<file path="src/rtl/jtag_pin_share.sv">
`timescale 1ns/1ps
module jtag_pin_share #(
  parameter int AW = 8,
  parameter int DW = 8,
  parameter logic [AW-1:0] REG_ADDR = 8'hC7,
  parameter int SYNC = 2,
  parameter int NPAD = 4
) (
  input  logic          clk,
  input  logic          rst_n,
  input  logic          cfg_jtag_en,
  input  logic          cfg_stat_en,
  input  logic          pt_jtag_en,
  input  logic          bus_sel,
  input  logic          bus_wr,
  input  logic [AW-1:0] bus_addr,
  input  logic [DW-1:0] bus_wdata,
  output logic [DW-1:0] bus_rdata,
  input  logic          tap_enable_cmd,
  input  logic          tap_tdo,
  input  logic          tap_tstat,
  input  logic          tap_terr,
  output logic          tap_tms,
  output logic          tap_tck,
  output logic          tap_tdi,
  input  logic [NPAD-1:0] gpio_out,
  input  logic [NPAD-1:0] gpio_oe,
  output logic [NPAD-1:0] gpio_in,
  input  logic [NPAD-1:0] pad_in,
  output logic [NPAD-1:0] pad_out,
  output logic [NPAD-1:0] pad_oe,
  output logic [1:0]    stat_out,
  output logic [1:0]    stat_oe,
  output logic          jtag_on
);
  localparam int PW = SYNC * NPAD;

  logic [SYNC-1:0] pt_pipe;
  logic [PW-1:0]   pad_pipe;
  logic [NPAD-1:0] pad_s;
  logic            pt_s;
  logic            reg_en;
  logic            reg_hit;
  logic            tdo_act;
  logic            stat_live;

  always_ff @(posedge clk) begin
    if (!rst_n) pt_pipe <= '0;
    else        pt_pipe <= {pt_pipe[SYNC-2:0], pt_jtag_en};
  end

  always_ff @(posedge clk) pad_pipe <= {pad_pipe[PW-NPAD-1:0], pad_in};

  assign pt_s  = pt_pipe[SYNC-1];
  assign pad_s = pad_pipe[PW-1 -: NPAD];

  assign reg_hit = bus_sel && (bus_addr == REG_ADDR);

  always_ff @(posedge clk) begin
    if (!rst_n)                reg_en <= 1'b0;
    else if (reg_hit && bus_wr) reg_en <= bus_wdata[0];
  end

  assign bus_rdata = reg_hit ? {{(DW-1){1'b0}}, reg_en} : '0;
  assign jtag_on   = cfg_jtag_en | reg_en | pt_s;

  always_ff @(posedge clk) begin
    if (!jtag_on || (!rst_n && !cfg_jtag_en)) tdo_act <= 1'b0;
    else if (tap_enable_cmd)                  tdo_act <= 1'b1;
  end

  assign stat_live = jtag_on & tdo_act & cfg_stat_en;

  always_ff @(posedge clk) begin
    pad_oe   <= jtag_on ? {tdo_act, {(NPAD-1){1'b0}}} : gpio_oe;
    pad_out  <= jtag_on ? {tap_tdo & tdo_act, {(NPAD-1){1'b0}}} : gpio_out;
    stat_oe  <= {2{stat_live}};
    stat_out <= stat_live ? {tap_terr, tap_tstat} : 2'b00;
  end

  assign gpio_in = jtag_on ? '0 : pad_s;
  assign tap_tms = jtag_on & pad_s[0];
  assign tap_tck = jtag_on & pad_s[1];
  assign tap_tdi = jtag_on & pad_s[2];

  AST_RD_HIGH_ZERO: assert property (@(posedge clk) disable iff (!rst_n)
    bus_sel |-> bus_rdata[DW-1:1] == '0);
  AST_REG_CLEARED: assert property (@(posedge clk) disable iff (!rst_n)
    $rose(rst_n) |-> !reg_en);
  AST_SHARED_IN: assert property (@(posedge clk) disable iff (!rst_n)
    $past(jtag_on) |-> pad_oe[NPAD-2:0] == '0);
  AST_TDO_WAITS: assert property (@(posedge clk) disable iff (!rst_n)
    $rose(jtag_on) && !tap_enable_cmd |=> !pad_oe[NPAD-1]);
  AST_FLAG_OFF: assert property (@(posedge clk) disable iff (!rst_n)
    !jtag_on |=> !tdo_act);
  AST_STAT_NEEDS_TDO: assert property (@(posedge clk) disable iff (!rst_n)
    (|stat_oe) |-> pad_oe[NPAD-1]);
endmodule

</file>
<file path="config.mk">
export PLATFORM = sky130hd
export DESIGN_NAME = jtag_pin_share
export DESIGN_NICKNAME = d
export VERILOG_FILES = /design/src/rtl/jtag_pin_share.sv
export SDC_FILE = /design/constraint.sdc
export NUM_CORES = 1
export LEC_CHECK = 0
export ABC_AREA = 1
export BUFFER_PORTS_ARGS = -buffer_cell sky130_fd_sc_hd__buf_2
export CORE_AREA = 2 2 49 51
export DETAILED_ROUTE_END_ITERATION = 10
export DIE_AREA = 0 0 51 53
export HOLD_SLACK_MARGIN = 0.08
export PLACE_DENSITY = 0.9
export SETUP_SLACK_MARGIN = 0.1
export SLEW_MARGIN = 20
export SYNTH_ARGS = -nofsm -noshare
export SYNTH_HDL_FRONTEND = slang
export SYNTH_SLANG_ARGS = --single-unit
export TNS_END_PERCENT = 20
</file>
<file path="constraint.sdc">
create_clock -name clk -period 1.2 [get_ports clk]
set_input_delay 0.12 -clock clk [delete_from_list [all_inputs] [get_ports clk]]
set_output_delay 0.12 -clock clk [all_outputs]
set_load 0.03 [all_outputs]
</file>
==> run_results.csv <==
group,metric,value,unit
layout,final_nets,220,
timing,setup_viol,8,
logic_synthesis,synthAdderAreaFrac,0,%
timing,holdWs,0.113,ns
run_status,violations,"setup timing",
floorplan,coreArea,2150,µm²
place,placed_cell_area,1090,µm²
clocking,clk_latency,0.30,ns
power,pwr_density_cell,1060,nW/µm²
logic_synthesis,ys_types,13,
power,p_leak,0.807,nW
timing,hold_viol_final,0,
logic_synthesis,synth_compound_area_share,0.752,%
worst_setup_path,crit_path_frequent_cell,"nor2_4",
min_path,min_to,"tdo_act$_SDFFE_PP0P_",
global_routing,grt_pass1_wl,3040,µm
layout,syn2layout_area_growth,76.8,%
place,hpwl,1260,µm
logic_synthesis,synth_top_family_by_area,"simple AND/OR/NAND/NOR gates",
logic_synthesis,yosys.area_share.simple,24.5,%
place,gp_congestion,0.741,
clocking,clkSlewWorstSetupHoldPaths,0.12,ns
worst_setup_path,r2r_start,"reg_en$_SDFFE_PN0P_",
global_routing,grt.overflow.total,0,
drt,first_pass_iters,4,
clocking,htree_levels,1,
drt,ant_nets,0,
global_routing,antenna_found_initial,0,
logic_synthesis,synth.avg_cell_area,8.24,µm²
worst_setup_path,path_buf_inv,2,
worst_setup_path,cpMaxStageDelayCell,"dfxtp_2",
worst_setup_path,reg2reg_to,"stat_out[0]$_SDFF_PN0_",
floorplan,num_rows,17,
clocking,cts_tree,"yes",
clocking,root_buffer,"clkbuf_4",
logic_synthesis,yosysWarnings,0,
drt,drt_iter0_drc,11,
logic_synthesis,syn_inst,101,
global_routing,grt_pass1_vias,787,
logic_synthesis,ys_seq_area_share,55.3,%
min_path,hold_depth,3,
timing,max_freq,807,MHz
drt,via_per_inst,4.00,
run_status,status,"finished, violations left",
timing,finalClockSkew,0.000871,ns
worst_setup_path,critPathTopFamily,"flip-flops",
floorplan,dieArea,2700,µm²
worst_setup_path,critPathMaxStageDelay,0.35,ns
floorplan,dieWidth,51,µm
drt,drc_errors,0,
min_path,hp-class,"in2reg",
clocking,numCtsBuffers,3,
worst_setup_path,path_class,"reg2out",
timing,period_share,103,%
layout,finish.utilization,68.5,%
floorplan,die_h,53,µm
timing,fin_tns_setup,-0.274,ns
timing,grt_setup_unrepaired,"true",
place,io_buffers,52,
logic_synthesis,syn_area,832,µm²
min_path,hp-start,"cfg_jtag_en",
clocking,ctsLongestPathBuffers,2,
logic_synthesis,synth_xor_area_share,0,%
drt,num_vias,833,
floorplan,initial_core_util,38.7,%
worst_setup_path,endpoint_kind,"output pin",
timing,min_period,1.24,ns
drt,wl_per_cell,10.9,µm
logic_synthesis,synthMuxAreaShare,0,%
timing,maxSlewViolCount,0,
worst_setup_path,crit_fanout,6,
worst_setup_path,cp_cell_sequence,"nor2_4 -> nand2_4 -> inv_6 -> nor2_4 -> buf_6",
layout,antennaDiodeCount,0,
worst_setup_path,rrSetupSlack,0.06,ns
timing,finalWorstSetupSlack,-0.0395,ns
layout,final_cell_area,1470,µm²
logic_synthesis,synth-seq-cells,23,
layout,drive_gt1_share,46.7,%
worst_setup_path,worst_ep_required_time,1.08,ns
global_routing,track_usage,15.2,%
drt,wl,2270,µm
worst_setup_path,reg2regPathDepth,7,
global_routing,grt_max_degree,14,
clocking,clkSinkCount,23,
run,maxCapViolations,0,
power,ir_worst_vdd,0.609,mV
worst_setup_path,crit_arrival,1.12,ns
worst_setup_path,startpoint_type,"flop",
floorplan,ioPinCount,67,
[worst register-to-register path: stages (launching register included)]
cell and delay (ns):
dfxtp_2 0.35, nor2_4 0.10, nand2_4 0.10, buf_6 0.14
buf_4 0.13, buf_6 0.12, nand3_4 0.06, nor2_1 0.05
[power by group]
group / internal [mW] / total (mW) / switching (mW) / leakage [nW]
registers: 0.805 / 0.821 / 0.0154 / 0.192
clock network: 0.124 / 0.339 / 0.215 / 0.0177
logic: 0.171 / 0.397 / 0.225 / 0.597
[layout make-up]
class                           instances  area (µm²)
Clock buffer                            3        22.5
Inverter                               23        91.3
Timing Repair Buffer                   78         566
Multi-Input combinational cell         52         289
Tap cell                               28        35.0
Fill cell                             158         677
Sequential cell                        23         463
Clock inverter                          1        5.00
[worst max-delay path by stage]
stage	from	to	slack, ns	cells past startpoint
2_1_floorplan	reg_en$_SDFFE_PN0P_	gpio_in[0]	0.13	4
3_3_place_gp	reg_en$_SDFFE_PN0P_	tap_tck	0.14	5
3_5_place_dp	reg_en$_SDFFE_PN0P_	tap_tck	0.11	5
4_1_cts	reg_en$_SDFFE_PN0P_	tap_tck	-0.06	5
5_1_grt	reg_en$_SDFFE_PN0P_	gpio_in[2]	-0.1	4
6_report	reg_en$_SDFFE_PN0P_	tap_tms	-0.04	5
[synth_stat cells]
cell | instances | area share, %
inv_1 | 22 | 9.9
nand4_1 | 2 | 1.5
nand2_2 | 1 | 0.75
nor2_1 | 13 | 5.9
nand3_1 | 3 | 1.8
dfxtp_1 | 23 | 55
nor2_2 | 11 | 8.3
buf_6 | 1 | 1.4
conb_1 | 1 | 0.45
nand2_1 | 14 | 6.3
buf_4 | 8 | 7.2
inv_2 | 1 | 0.45
o22ai_1 | 1 | 0.75
[logic make-up after synthesis]
family / Yosys count
buf+inv: 32
other cells: 1
simple gates: 44
flops: 23
compound gates: 1
[what timing repair did]
| action | 4_1_cts | 5_1_grt |
|---|---|---|
| pin swaps | 3 | 5 |
| gates resized for setup | 16 | 21 |
| buffers inserted | 3 | 2 |
| hold buffers | 19 | 1 |
| hold endpoints to repair | 18 | 2 |
| setup endpoints to repair | 9 | 9 |
| cloned | 0 | 0 |
[metal layers]
layer	GRT usage [%]	vias to the layer above	share of wire (%)
met5	0	-	0
met4	6.76	0	0
met3	4.52	0	6.9
met2	30.5	39	52
met1	13.7	364	41
li1	-	430	-
[registers in the layout (all words and copies together) (netlist names)]
signal,flops
pad_pipe,8
pad_oe,4
pad_out,4
stat_oe,1
pt_pipe,2
tdo_act,1
reg_en,1
stat_out,2
[placed cells by master, fill, tap and decap left out]
cell / n
clkinv_2: 1
buf_4: 5
nand3_1: 1
nand3_2: 1
dfxtp_1: 21
inv_6: 1
nand4_1: 2
buf_6: 10
nand2_4: 1
buf_2: 43
inv_1: 21
conb_1: 7
nor2_4: 4
clkbuf_4: 3
o22ai_1: 1
nor2_1: 10
inv_2: 1
dfxtp_2: 2
nand3_4: 1
nor2_2: 10
nand2_2: 1
nand2_1: 13
dlygate4sd3_1: 20
[metrics by stage]
stage	worst slack, ns	power [mW]	cells
after floorplan	0.134	1.03	107
final	-0.0395	1.56	208
after global placement	0.138	1.10	179
after global routing	-0.0954	1.63	208
after CTS	-0.0583	1.51	205
after detailed placement	0.114	1.11	179
No activity file was read; power rests on OpenSTA's default activity.
